[src/rtl/rtc_flags_pkg.sv]
package rtc_flags_pkg;
   localparam int unsigned SRC_N    = 3;
   localparam int unsigned STAT_W   = 8;
   localparam int unsigned FLAG_LSB = 4;
   typedef enum int unsigned {
      SRC_UPD = 0,
      SRC_ALM = 1,
      SRC_PER = 2
   } src_e;
endpackage

[src/rtl/rtc_alarm_cmp.sv]
module rtc_alarm_cmp #(
   parameter int unsigned TW       = 8,
   parameter bit          DATE_CMP = 1'b1
) (
   input  logic [TW-1:0] now_sec,
   input  logic [TW-1:0] now_min,
   input  logic [TW-1:0] now_hour,
   input  logic [TW-1:0] now_date,
   input  logic [TW-1:0] alm_sec,
   input  logic [TW-1:0] alm_min,
   input  logic [TW-1:0] alm_hour,
   input  logic [TW-1:0] alm_date,
   output logic          match
);
   logic tod_eq;
   logic date_ok;

   assign tod_eq = (now_sec == alm_sec) && (now_min == alm_min) && (now_hour == alm_hour);

   generate
      if (DATE_CMP) begin : g_date
         assign date_ok = (alm_date == '0) || (now_date == alm_date);
      end else begin : g_nodate
         logic unused_date;
         assign unused_date = ^{now_date, alm_date};
         assign date_ok = 1'b1;
      end
   endgenerate

   assign match = tod_eq && date_ok;
endmodule

[src/rtl/rtc_periodic_div.sv]
module rtc_periodic_div #(
   parameter int unsigned RATE_W = 4
) (
   input  logic              clk,
   input  logic              rst_n,
   input  logic              base_tick,
   input  logic [RATE_W-1:0] rate_sel,
   output logic              per_evt
);
   localparam int unsigned CNT_W = (1 << RATE_W) - 2;

   logic [CNT_W-1:0] tick_cnt;
   logic [CNT_W-1:0] mask;

   always_ff @(posedge clk or negedge rst_n) begin
      if (!rst_n)         tick_cnt <= '0;
      else if (base_tick) tick_cnt <= tick_cnt + 1'b1;
   end

   always_comb begin
      mask = '0;
      for (int i = 0; i < CNT_W; i++) begin
         mask[i] = (rate_sel != '0) && (i < (int'(rate_sel) - 1));
      end
   end

   assign per_evt = base_tick && (rate_sel != '0) && ((tick_cnt & mask) == mask);

   p_per_needs_tick_r8 : assert property (@(posedge clk) disable iff (!rst_n)
      per_evt |-> base_tick);
endmodule

[src/rtl/rtc_event_flag.sv]
module rtc_event_flag (
   input  logic clk,
   input  logic rst_n,
   input  logic evt,
   input  logic rd,
   output logic flag
);
   always_ff @(posedge clk or negedge rst_n) begin
      if (!rst_n)   flag <= 1'b0;
      else if (evt) flag <= 1'b1;
      else if (rd)  flag <= 1'b0;
   end

   p_evt_wins_r6 : assert property (@(posedge clk) disable iff (!rst_n)
      evt |=> flag);
   p_rd_clears_r5 : assert property (@(posedge clk) disable iff (!rst_n)
      (rd && !evt) |=> !flag);
   p_hold_r3 : assert property (@(posedge clk) disable iff (!rst_n)
      (!rd && !evt) |=> $stable(flag));
endmodule

[src/rtl/rtc_event_flags.sv]
module rtc_event_flags
   import rtc_flags_pkg::*;
#(
   parameter int unsigned TW       = 8,
   parameter int unsigned RATE_W   = 4,
   parameter bit          DATE_CMP = 1'b1
) (
   input  logic              clk,
   input  logic              rst_n,
   input  logic              base_tick,
   input  logic              upd_busy,
   input  logic [RATE_W-1:0] rate_sel,
   input  logic [SRC_N-1:0]  ev_en,
   input  logic              stat_rd,
   input  logic [TW-1:0]     now_sec,
   input  logic [TW-1:0]     now_min,
   input  logic [TW-1:0]     now_hour,
   input  logic [TW-1:0]     now_date,
   input  logic [TW-1:0]     alm_sec,
   input  logic [TW-1:0]     alm_min,
   input  logic [TW-1:0]     alm_hour,
   input  logic [TW-1:0]     alm_date,
   output logic [STAT_W-1:0] stat_c,
   output logic              irq,
   output logic              uip
);
   localparam int unsigned PAD_W = FLAG_LSB;

   generate
      if (TW < 6) begin : g_bad_tw
         $error("rtc_event_flags: TW must hold a value up to 59");
      end
      if (RATE_W < 2 || RATE_W > 5) begin : g_bad_rate
         $error("rtc_event_flags: RATE_W must lie in 2..5");
      end
   endgenerate

   logic             uip_q;
   logic             upd_evt;
   logic             alm_match;
   logic             per_evt;
   logic [SRC_N-1:0] evt;
   logic [SRC_N-1:0] flags;
   logic             irq_sum;

   always_ff @(posedge clk or negedge rst_n) begin
      if (!rst_n) uip_q <= 1'b0;
      else        uip_q <= upd_busy;
   end

   assign upd_evt = uip_q && !upd_busy;

   rtc_alarm_cmp #(.TW(TW), .DATE_CMP(DATE_CMP)) alarm_i (
      .now_sec (now_sec),  .now_min (now_min),
      .now_hour(now_hour), .now_date(now_date),
      .alm_sec (alm_sec),  .alm_min (alm_min),
      .alm_hour(alm_hour), .alm_date(alm_date),
      .match   (alm_match)
   );

   rtc_periodic_div #(.RATE_W(RATE_W)) div_i (
      .clk      (clk),
      .rst_n    (rst_n),
      .base_tick(base_tick),
      .rate_sel (rate_sel),
      .per_evt  (per_evt)
   );

   assign evt[SRC_UPD] = upd_evt;
   assign evt[SRC_ALM] = upd_evt && alm_match;
   assign evt[SRC_PER] = per_evt;

   generate
      for (genvar s = 0; s < SRC_N; s++) begin : g_src
         rtc_event_flag flag_i (
            .clk  (clk),
            .rst_n(rst_n),
            .evt  (evt[s]),
            .rd   (stat_rd),
            .flag (flags[s])
         );
      end
   endgenerate

   assign irq_sum = |(flags & ev_en);
   assign stat_c  = {irq_sum, flags, {PAD_W{1'b0}}};
   assign irq     = irq_sum;
   assign uip     = uip_q;

   p_uip_follow_r9 : assert property (@(posedge clk) disable iff (!rst_n)
      upd_busy |=> uip);
   p_irq_has_src_r4 : assert property (@(posedge clk) disable iff (!rst_n)
      irq |-> ((stat_c[FLAG_LSB +: SRC_N] & ev_en) != '0));
   p_alarm_at_update_r10 : assert property (@(posedge clk) disable iff (!rst_n)
      evt[SRC_ALM] |-> upd_evt);
   p_rate0_quiet_r7 : assert property (@(posedge clk) disable iff (!rst_n)
      (rate_sel == '0) |-> !per_evt);
endmodule

[config.mk]
export PLATFORM = sky130hd
export DESIGN_NAME = rtc_event_flags
export DESIGN_NICKNAME = d
export VERILOG_FILES = /design/src/rtl/rtc_flags_pkg.sv /design/src/rtl/rtc_alarm_cmp.sv /design/src/rtl/rtc_periodic_div.sv /design/src/rtl/rtc_event_flag.sv /design/src/rtl/rtc_event_flags.sv
export SDC_FILE = /design/constraint.sdc
export NUM_CORES = 1
export LEC_CHECK = 0
export BUFFER_PORTS_ARGS = -buffer_cell sky130_fd_sc_hd__clkbuf_2
export CORE_MARGIN = 1
export CORE_UTILIZATION = 39
export CTS_CLUSTER_DIAMETER = 120
export DETAILED_ROUTE_END_ITERATION = 8
export HOLD_SLACK_MARGIN = 0.08
export MAX_ROUTING_LAYER = met4
export PLACE_DENSITY = 0.8
export RECOVER_POWER = 100
export SYNTH_ARGS = -nofsm -noshare
export SYNTH_HDL_FRONTEND = slang
export SYNTH_SLANG_ARGS = --single-unit
[constraint.sdc]
create_clock -name clk -period 1.3 [get_ports clk]
set_input_delay 0.13 -clock clk [delete_from_list [all_inputs] [get_ports clk]]
set_output_delay 0.13 -clock clk [all_outputs]
set_load 0.02 [all_outputs]
After elaboration in Yosys (flattened, before gate mapping)
Index checks and enable logic that the tools add are counted.
W data, S select, Z words.
{"block": "word_totals", "inputBits": 76, "elab_cells": 61, "ff_bits": 18, "output_inout_bits": 10}
{"block": "classes", "mux": 4, "reduce_logical": 29, "eq_ne": 5, "bitwise_logic": 2, "addsub": 2, "n_lt_le_gt_ge": 14}
{"op": "$lt A5 B32 Y1 const A", "count": 6}
{"op": "$lt A4 B32 Y1 const A", "count": 4}
{"op": "$lt A3 B32 Y1 const A", "count": 2}
{"op": "$eq A8 B8 Y1", "count": 4}
{"op": "$lt A1 B32 Y1 const A", "count": 1}
{"op": "$lt A2 B32 Y1 const A", "count": 1}
{"op": "$logic_and A1 B1 Y1", "count": 21}
{"op": "$add A14 B1 Y14 const B", "count": 1}
{"op": "$and A14 B14 Y14", "count": 1}
{"op": "$eq A14 B14 Y1", "count": 1}
{"op": "$logic_not A8 Y1", "count": 1}
{"op": "$reduce_bool A2 Y1", "count": 3}
{"op": "$sub A4 B1 Y5 const B", "count": 1}
{"op": "$mux W1", "count": 4}
{"op": "$reduce_bool A4 Y1", "count": 1}
{"op": "$and A3 B3 Y3", "count": 1}
{"op": "$reduce_or A3 Y1", "count": 1}
{"op": "$logic_not A1 Y1", "count": 1}
{"op": "$logic_or A1 B1 Y1", "count": 1}

Depth between registers and ports, before layout
Gate-level depths: netlist of run 1.
{"block": "logic_depth", "ltp_word": 7, "depth_mapped": 6, "ltp_nobuf": 6}

By module
From an unflattened synthesis of run 1, not the netlist that was laid out.
{"block": "hier_totals", "cells_unflattened": 144, "hier_area_um2": 1373.8}
{"module": "rtc_periodic_div", "n_inst": 1, "area_each_um2": 803.3, "seq_area_each_um2": 350.3, "cells_each": 79}
{"module": "rtc_alarm_cmp", "n_inst": 1, "area_each_um2": 369.1, "seq_area_each_um2": 0.0, "cells_each": 45}
{"module": "rtc_event_flag", "n_inst": 3, "area_each_um2": 36.3, "seq_area_each_um2": 25.0, "cells_each": 3}
{"module": "rtc_event_flags", "n_inst": 1, "area_each_um2": 92.6, "seq_area_each_um2": 25.0, "cells_each": 11}

Worst setup path after synthesis of run 1
No wires, ideal clock.
{"block": "synth_timing", "path_kind": "register to register", "start": "register div_i.tick_cnt[5]", "end": "register div_i.tick_cnt[11]", "path_slack_ns": -0.091, "setup_ns": 0.079, "required_ns": 1.221, "arrival_time_ns": 1.312, "stages_incl_launch_ff": 5, "cell_sequence": "dfrtp_1 > nand4_2 > or4_4 > nor2_1 > xor2_1"}
{"block": "synth_via", "elab_chain_cells": 1}
{"item": "from (decl)", "line_no": "rtc_periodic_div.sv:12", "text": "logic [CNT_W-1:0] tick_cnt;"}
{"item": "from (signal assigned)", "line_no": "rtc_periodic_div.sv:17", "text": "else if (base_tick) tick_cnt <= tick_cnt + 1'b1;"}
{"item": "$add A14 B1 Y14", "line_no": "rtc_periodic_div.sv:17"}
No other way between the ends.
A chain may end at the register's enable or synchronous reset.

Worst setup path in the final report of run 1
{"block": "layout_timing", "start": "register div_i.tick_cnt[6]", "end": "register div_i.tick_cnt[13]"}
Same word-level chain as after synthesis.

==> results of run 1 <==
==> power breakdown <==
group          total [mW]  switching, mW  internal (mW)
Combinational       0.955          0.446          0.509
Sequential          0.777         0.0897          0.687
Clock               0.254          0.147          0.107
Total                1.99          0.683           1.30
==> cell usage after synthesis, drive strengths merged <==
cell type  number  share of area
dfrtp          18           0.32
o221a           1         0.0081
nor4            9          0.040
nor2            8          0.023
nand2b          1         0.0045
o21ai           1         0.0036
o31a            1         0.0063
a32oi           1         0.0063
or4             1         0.0081
nand2           5          0.013
o32ai           1         0.0063
a222oi          1         0.0072
a31oi           1         0.0045
buf             8          0.043
nor3            3          0.011
nand4           7          0.036
mux2            1         0.0081
xnor2           9          0.057
ha              4          0.036
o211ai          1         0.0054
or2             1         0.0045
conb            1         0.0027
inv            11          0.030
nand3           3          0.011
clkbuf          1         0.0027
a21oi           3          0.011
o31ai           3          0.016
nor2b           3          0.013
o22ai           2         0.0090
o22a            1         0.0063
xor2           38           0.24
a22oi           1         0.0054
==> critical path, delay by kind of cell, from the launching register on <==
| kind | cells | cell delay, ns |
|---|---|---|
| xor+xnor | 1 | 0.15 |
| flops | 1 | 0.38 |
| simple gates | 3 | 0.79 |
==> layer usage <==
layer | vias to the layer above | global-route usage
met5 | - | -
met4 | 0 | 0.0698
met3 | 8 | 0.0455
met2 | 54 | 0.398
met1 | 677 | 0.220
li1 | 718 | -
==> cell families (layout without fill, tap and decap cells) <==
| kind of cell | Yosys count | after routing | share of synthesized area |
|---|---|---|---|
| AOI/OAI and AO/OA | 18 | 18 | 0.0951 |
| xor gates and xnor gates | 47 | 47 | 0.295 |
| and+or+nand+nor | 41 | 41 | 0.165 |
| DFF | 18 | 18 | 0.323 |
| adders and majority gates | 4 | 4 | 0.0359 |
| buffers and inverters | 20 | 120 | 0.0753 |
| muxes | 1 | 1 | 0.00807 |
| other | 1 | 4 | 0.00269 |
==> layout make-up <==
class | count | area, sq um | area share
Clock buffer | 3 | 22.5 | 0.0110
Sequential cell | 18 | 450 | 0.221
Inverter | 11 | 41.3 | 0.0202
Multi-Input combinational cell | 115 | 881 | 0.432
Tap cell | 46 | 57.6 | 0.0282
Timing Repair Buffer | 106 | 588 | 0.288
==> stage by stage <==
step	power [mW]	hold WS (ns)	std cells
6_report	1.99	0.204	299
2_1_floorplan	1.21	-0.166	153
3_3_place_gp	1.59	0.0906	287
5_1_grt	2.14	0.204	299
3_5_place_dp	1.63	0.0919	287
4_1_cts	1.99	0.180	298
==> repair_timing <==
action	CTS	global route
pin swaps	5	10
endpoints found under the hold margin	21	0
hold buffers	3	0
setup endpoints to repair	6	10
buffers inserted	5	1
gates resized for setup	7	7
==> flip-flops by register name, indices dropped and copies added, names as in the netlist <==
signal             flops
g_src.flag_i.flag      3
uip                    1
div_i.tick_cnt        14
==> path summary, 6_finish.rpt <==
kind	from	slack, ns	end	depth (start not counted)
hold reg to reg	div_i.tick_cnt[13]$_DFFE_PN0P_	0.49	div_i.tick_cnt[13]$_DFFE_PN0P_	1
setup reg to reg	div_i.tick_cnt[6]$_DFFE_PN0P_	-0.09	div_i.tick_cnt[13]$_DFFE_PN0P_	4
max in group asynchronous	rst_n	0.22	div_i.tick_cnt[8]$_DFFE_PN0P_	2
hold / removal	rate_sel[3]	0.20	g_src[2].flag_i.flag$_DFFE_PN0P_	4
setup / recovery	div_i.tick_cnt[6]$_DFFE_PN0P_	-0.09	div_i.tick_cnt[13]$_DFFE_PN0P_	4
min in group asynchronous	rst_n	0.50	div_i.tick_cnt[3]$_DFFE_PN0P_	2
==> reports/results.txt, run 1 <==
Buffers on Ports: 81
1st-iter DRT viols: 34
area delta synth->final: 46.3%
DIE AREA: 3820 sq um
Tmin final: 1.39 ns
commonest non-fill, non-tap cell in the layout: clkbuf_2
RSZ-0062 raised after global routing: true
failing checks: negative setup slack
DR top layer: met4
Detail Route Antenna Nets: 0
critical path capture point type: register
first-pass GRT wire length: 5.78 mm
Power Density: 973 nW/um^2
core region area: 3390 sq um
Static Leak: 1.03 nW
most frequent cells in the layout: 74 x clkbuf_2, 38 x xor2_1, 19 x buf_4
Cell Area, Synth: 1400 sq um
min-delay worst type: in2reg
WP data arrival: 1.60 ns
Synth warnings: 0
final worst setup slack: -0.0933 ns
DRC viols: 0
DP Wirelength: 3.03 mm
Fin Clk Skew: 0.00350 ns
WL met1: 1.42 mm
outcome: complete, but fails checks
syn_area_per_cell: 9.30 sq um
Slew HR: 0.362
Synth cell types: 34
Slew Limit Fails: 0
largest net degree at the start of global routing: 19
crit-path cells: nand4_2 -> or4_4 -> nor2_4 -> xor2_1
VDD IR max: 0.000837 V
Util after Layout: 0.602
Worst-Skew Late Latency: 0.28 ns
initial core utilization: 0.412
met3 routed WL: 200 um
Setup crit start kind: register
max-cap viol count: 0
fin area: 2040 sq um
Wirelength per Cell: 12.1 um
Area after DPL: 1930 sq um
DR WL met2: 1.93 mm
final setup vio count: 5
initial antenna violation count: 0
clock sinks: 18
Fin Setup TNS: -0.340 ns
# fillers: 320
CP Max Fanout: 3
DR vias/cell: 4.87
vias in the first global route: 1450
Place WS: -0.0748 ns
vias after detailed routing: 1457
Crit Path Category: reg2reg
Slew @ Worst Pin: 0.956 ns
Die Wd: 61.8 um
Worst path max stage delay: 0.55 ns
CTS buffer count: 3
Post-Route WL: 3.62 mm
Die Span Y: 61.8 um
layout cells sized above 1: 0.427
row cnt: 21
gr usage total: 0.213
sequential fraction of the synthesis area: 0.323
worst-case clock buffer depth: 2
Max stage delay cell, worst path: or4_4
WP data required: 1.51 ns
# diodes: 0
clock slew at reported path FFs: 0.09 ns
fin crit share: 1.07
GPL Wtd Cong: 0.809
CTS HTree Levels: 1
final hold violations: 0
nets@finish: 335
Post-Syn Instances: 150
CTS tree: yes
Max Freq: 0.718 GHz
post-synthesis register bit count: 18
gr ovfl total: 0
Top Ports: 86
CTS Root Cell: clkbuf_4
drt pass-1 iters: 4
No activity file was read; power rests on OpenSTA's default activity.
==> run 2: changes to the inputs <==
--- a/config.mk
+++ b/config.mk
@@ -7,12 +7,12 @@
 export LEC_CHECK = 0
 export BUFFER_PORTS_ARGS = -buffer_cell sky130_fd_sc_hd__clkbuf_2
 export CORE_MARGIN = 1
-export CORE_UTILIZATION = 39
+export CORE_UTILIZATION = 34
 export CTS_CLUSTER_DIAMETER = 120
 export DETAILED_ROUTE_END_ITERATION = 8
 export HOLD_SLACK_MARGIN = 0.08
 export MAX_ROUTING_LAYER = met4
-export PLACE_DENSITY = 0.8
+export PLACE_DENSITY = 0.71
 export RECOVER_POWER = 100
 export SYNTH_ARGS = -nofsm -noshare
 export SYNTH_HDL_FRONTEND = slang
==> reports/results.txt, run 2 (same netlist as run 1, synthesis figures left out) <==
final setup vio count: 5 (unchanged)
Power Density: 1060 nW/um^2 (+8.7%)
Worst-Skew Late Latency: 0.26 ns (-0.02 ns)
outcome: complete, but fails checks
Slew Limit Fails: 0 (unchanged)
Area after DPL: 1980 sq um (+2.9%)
Setup crit start kind: register
WP data required: 1.45 ns (-0.06 ns)
# diodes: 0 (unchanged)
switch share: 0.339 (-0.00503)
Util after Layout: 0.567 (-0.0352)
Biggest register: div_i.tick_cnt
nets@finish: 339 (+1.2%)
CTS buffer count: 3 (unchanged)
layout cells sized above 1: 0.469 (+0.0421)
CP Buf/Inv Count: 2 (+2)
Die Wd: 66.1 um (+6.9%)
Detail Route Antenna Nets: 0 (unchanged)
vias after detailed routing: 1480 (+1.6%)
max-cap viol count: 0 (unchanged)
commonest non-fill, non-tap cell in the layout: clkbuf_2
Fin Clk Skew: 0.00667 ns (+0.00317 ns)
vias in the first global route: 1465 (+1.0%)
most frequent cells in the layout: 75 x clkbuf_2, 38 x xor2_1, 23 x buf_4
drt pass-1 iters: 4 (unchanged)
critical path capture point type: register
Die Span Y: 66.1 um (+6.9%)
fin area: 2150 sq um (+5.5%)
1st-iter DRT viols: 34 (unchanged)
gr ovfl total: 0 (unchanged)
DRC viols: 0 (unchanged)
fin crit share: 1.07 (-0.00111)
DR vias/cell: 4.84 (-0.75%)
Top Ports: 86 (unchanged)
max FFs per register: 14 (unchanged)
Comb power frac: 0.451 (-0.030)
Post-Route WL: 3.70 mm (+2.2%)
CTS tree: yes
Worst path max stage delay: 0.38 ns (-0.17 ns)
final hold violations: 0 (unchanged)
min-delay worst type: in2reg
initial core utilization: 0.367 (-0.0443)
initial antenna violation count: 0 (unchanged)
largest net degree at the start of global routing: 19 (unchanged)
Static Leak: 1.09 nW (+5.9%)
core region area: 3800 sq um (+12%)
Max Freq: 0.718 GHz (+0.10%)
VDD IR max: 0.000785 V (-6.2%)
clock network power share: 0.203 (+0.075)
row cnt: 22 (+4.8%)
Buffers on Ports: 81 (unchanged)
crit-path cells: nand4_1 -> buf_4 -> buf_6 -> nor2_4 -> a31oi_1 -> o31ai_1
WP data arrival: 1.54 ns (-0.06 ns)
gr usage total: 0.187 (-0.0259)
Psw: 0.772 mW (+13%)
CTS HTree Levels: 1 (unchanged)
GPL Wtd Cong: 0.839 (+3.7%)
Seq pwr share: 0.346 (-0.045)
internal power: 1.51 mW (+16%)
area delta synth->final: 54.4%
critical path's top delay family: flip-flops
final worst setup slack: -0.0919 ns (+0.00144 ns)
DP Wirelength: 2.94 mm (-2.8%)
RSZ-0062 raised after global routing: true
failing checks: negative setup slack
DIE AREA: 4360 sq um (+14%)
CTS Root Cell: clkbuf_8
Max stage delay cell, worst path: dfrtp_1
Fin Setup TNS: -0.349 ns (-0.00900 ns)
Crit Path Category: reg2reg
Tmin final: 1.39 ns (-0.00144 ns)
first-pass GRT wire length: 6.17 mm (+6.7%)
clock slew at reported path FFs: 0.07 ns (-0.02 ns)
worst-case clock buffer depth: 2 (unchanged)
Wirelength per Cell: 12.1 um (-0.18%)
CP Max Fanout: 2 (-1)
clock sinks: 18 (unchanged)
==> run 2: cell count changes in the layout (fill, tap and decap cells not counted), sizes merged <==
cell | before | now
dlygate4sd3 | 3 | 2
buf | 20 | 26
==> run 2: worst paths after layout <==
check                                                        end                            from  cells after the start  slack [ns]
worst max register to register  g_src[2].flag_i.flag$_DFFE_PN0P_   div_i.tick_cnt[3]$_DFFE_PN0P_                      6       -0.09
min in group asynchronous          div_i.tick_cnt[1]$_DFFE_PN0P_                           rst_n                      2        0.33
worst min-delay path            g_src[0].flag_i.flag$_DFFE_PN0P_                         stat_rd                      2        0.11
worst min register to register    div_i.tick_cnt[13]$_DFFE_PN0P_  div_i.tick_cnt[13]$_DFFE_PN0P_                      1        0.49
max in group asynchronous         div_i.tick_cnt[12]$_DFFE_PN0P_                           rst_n                      2        0.65
worst max-delay path            g_src[2].flag_i.flag$_DFFE_PN0P_   div_i.tick_cnt[3]$_DFFE_PN0P_                      6       -0.09
==> run 2: what timing repair did <==
item / 4_1_cts / 5_1_grt
endpoints found under the hold margin: 19 / 0
endpoints found under the setup margin: 7 / 13
buffers inserted: 5 / 0
hold buffers: 2 / 0
pin swaps: 6 / 11
cloned: 0 / 0
gates resized for setup: 2 / 19
==> run 2: per-stage QoR <==
step | total power [mW] | std cells | setup WS [ns] | hold slack, ns
after floorplan | 1.21 | 153 | -0.0902 | -0.166
after global placement | 1.64 | 296 | -0.118 | 0.0969
after detailed placement | 1.66 | 296 | -0.156 | 0.0972
after CTS | 2.23 | 307 | -0.0765 | 0.0906
after global routing | 2.42 | 306 | -0.154 | 0.111
final | 2.28 | 306 | -0.0919 | 0.106
==> run 2: power by group through the flow <==
stage,sequential (mW),combinational (mW),clock (mW)
after floorplan,0.831,0.382,0
after global placement,0.800,0.837,0
after detailed placement,0.804,0.853,0
after CTS,0.776,0.972,0.478
after global routing,0.800,1.13,0.497
final,0.787,1.03,0.463
==> run 2: cell type report <==
cell class                 instances  area [sq um]
fill                             353          1650
multi-input combinational        115           921
timing repair buffer             110           626
sequential                        18           450
tap                               48          60.1
clock buffer                       4          55.1
inverter                          11          41.3
==> run 2: routing by layer <==
layer | part of all wire | vias to the layer above | track usage
met3 | 0.052 | 6 | 0.0431
met2 | 0.52 | 49 | 0.338
met5 | 0 | - | -
met4 | 0.0084 | 0 | 0.0399
li1 | - | 728 | -
met1 | 0.42 | 697 | 0.209
==> run 3: changes to the inputs <==
--- a/config.mk
+++ b/config.mk
@@ -6,13 +6,14 @@
 export NUM_CORES = 1
 export LEC_CHECK = 0
 export BUFFER_PORTS_ARGS = -buffer_cell sky130_fd_sc_hd__clkbuf_2
-export CORE_MARGIN = 1
+export CAP_MARGIN = 15
+export CORE_MARGIN = 5
 export CORE_UTILIZATION = 34
 export CTS_CLUSTER_DIAMETER = 120
 export DETAILED_ROUTE_END_ITERATION = 8
 export HOLD_SLACK_MARGIN = 0.08
 export MAX_ROUTING_LAYER = met4
-export PLACE_DENSITY = 0.71
+export PLACE_DENSITY = 0.69
 export RECOVER_POWER = 100
 export SYNTH_ARGS = -nofsm -noshare
 export SYNTH_HDL_FRONTEND = slang
==> constraint.sdc (replaced) <==
create_clock -name clk -period 1.7 [get_ports clk]
set_input_delay 0.17 -clock clk [delete_from_list [all_inputs] [get_ports clk]]
set_output_delay 0.17 -clock clk [all_outputs]
set_load 0.02 [all_outputs]
==> reports/results.txt, run 3 (same netlist as run 1, synthesis figures left out) <==
Slew @ Worst Pin: 0.927 ns
most frequent cells in the layout: 73 x clkbuf_2, 38 x xor2_1, 18 x dfrtp_1
nets@finish: 313 (-7.7%)
area delta synth->final: 34.5%
DIE AREA: 5480 sq um (+26%)
gr usage total: 0.129 (-0.0583)
VDD IR max: 0.000570 V (-27%)
RSZ-0062 raised after global routing: false
Die Span Y: 74.1 um (+12%)
CTS buffer count: 3 (unchanged)
vias after detailed routing: 1348 (-8.9%)
WP data required: 1.88 ns (+0.43 ns)
critical path capture point type: register
final setup vio count: 0 (-5)
Place WS: 0.196 ns (+0.352 ns)
DR vias/cell: 4.78 (-1.2%)
clock slew at reported path FFs: 0.07 ns (about the same)
CP Max Fanout: 6 (+4)
DRC viols: 0 (unchanged)
DP Wirelength: 3.06 mm (+4.0%)
Biggest register: div_i.tick_cnt
Slew Limit Fails: 0 (unchanged)
Fin Setup TNS: 0 ns (+0.349 ns)
Post-Route WL: 3.50 mm (-5.4%)
met1 usage: 0.144 (-0.0651)
# diodes: 0 (unchanged)
Fin Clk Skew: 0.00352 ns (-0.00315 ns)
Worst path max stage delay: 0.53 ns (+0.15 ns)
clock sinks: 18 (unchanged)
CTS HTree Levels: 1 (unchanged)
drt pass-1 iters: 4 (unchanged)
layout cells sized above 1: 0.353 (-0.116)
Tmin final: 1.52 ns (+0.126 ns)
Worst-Skew Late Latency: 0.25 ns (about the same)
max-cap viol count: 0 (unchanged)
initial antenna violation count: 0 (unchanged)
commonest non-fill, non-tap cell in the layout: clkbuf_2
Buffers on Ports: 81 (unchanged)
Wirelength per Cell: 12.4 um (+2.7%)
gr ovfl total: 0 (unchanged)
worst-case clock buffer depth: 2 (unchanged)
outcome: finished, final reports clean
CTS tree: yes
final hold slack: 0.132 ns (+0.0264 ns)
# fillers: 406 (+15%)
max FFs per register: 14 (unchanged)
core region area: 4000 sq um (+5.3%)
WP data arrival: 1.70 ns (+0.16 ns)
Top Ports: 86 (unchanged)
postcts setup bufs: 0 (-5)
Die Wd: 74.1 um (+12%)
GRT busiest layer: met2
fin crit share: 0.893 (-0.178)
met2 Usage GRT: 0.236 (-0.102)
row cnt: 23 (+4.5%)
CTS Root Cell: clkbuf_8
1st-iter DRT viols: 37 (+8.8%)
Static Leak: 0.941 nW (-14%)
largest net degree at the start of global routing: 19 (unchanged)
Max stage delay cell, worst path: or4_4
Crit Path Category: reg2reg
Slew HR: 0.382
crit-path cells: nand4_2 -> or4_4 -> nor2_1 -> xor2_1
GPL Wtd Cong: 0.755 (-10%)
final worst setup slack: 0.182 ns (+0.274 ns)
first-pass GRT wire length: 5.38 mm (-13%)
vias in the first global route: 1278 (-13%)
met3 Use GR: 0.0230 (-0.0201)
post-cts resize count: 0 (-2)
Max Freq: 0.659 GHz (-8.3%)
Detail Route Antenna Nets: 0 (unchanged)
Power Density: 771 nW/um^2 (-27%)
Setup crit start kind: register
final hold violations: 0 (unchanged)
initial core utilization: 0.349 (-0.0185)
min-delay worst type: in2reg
==> run 3: repair_timing <==
| action | in CTS | in global routing |
|---|---|---|
| hold buffers | 2 | 0 |
| endpoints found under the hold margin | 19 | 0 |
| endpoints found under the setup margin | 0 | 0 |
==> run 3: report_power, final <==
group	switching [mW]	internal, mW
clock	0.147	0.206
combinational	0.207	0.230
sequential	0.132	0.526
total	0.486	0.961
==> run 3: area by class of cell <==
type	instances	area (sq um)	share of cell area
Clock buffer	4	55.1	0.0293
Inverter	11	41.3	0.0220
Sequential cell	18	450	0.240
Multi-Input combinational cell	115	848	0.452
Timing Repair Buffer	84	419	0.223
Tap cell	50	62.6	0.0333
==> run 3: metrics by stage <==
stage / total power [mW] / util / area, sq um / cells
finish: 1.45 / 0.469 / 1880 / 282
global route: 1.55 / 0.469 / 1880 / 282
CTS: 1.46 / 0.473 / 1890 / 282
detailed placement: 1.10 / 0.454 / 1820 / 276
global placement: 1.09 / 0.454 / 1820 / 276
floorplan: 0.928 / - / 1410 / 153
==> run 3: layer usage <==
| layer | wire length (um) | part of all wire |
|---|---|---|
| met5 | 0 | 0 |
| met4 | 24 | 0.0069 |
| met3 | 357 | 0.10 |
| met2 | 1750 | 0.50 |
| met1 | 1360 | 0.39 |
==> run 3: worst paths after layout <==
path	slack [ns]	cells past startpoint	endpoint	startpoint
setup / recovery	0.18	4	div_i.tick_cnt[13]$_DFFE_PN0P_	div_i.tick_cnt[4]$_DFFE_PN0P_
hold / removal	0.13	2	g_src[0].flag_i.flag$_DFFE_PN0P_	stat_rd
setup reg to reg	0.18	4	div_i.tick_cnt[13]$_DFFE_PN0P_	div_i.tick_cnt[4]$_DFFE_PN0P_
hold reg to reg	0.48	1	div_i.tick_cnt[13]$_DFFE_PN0P_	div_i.tick_cnt[13]$_DFFE_PN0P_
max in group asynchronous	0.57	2	div_i.tick_cnt[13]$_DFFE_PN0P_	rst_n
min in group asynchronous	0.56	2	div_i.tick_cnt[7]$_DFFE_PN0P_	rst_n
==> run 3: worst max-delay path: cells and delay by family, from the launching register on <==
| kind | cells | cell delay, ns |
|---|---|---|
| simple gates | 3 | 0.83 |
| flops | 1 | 0.45 |
| xor+xnor | 1 | 0.14 |
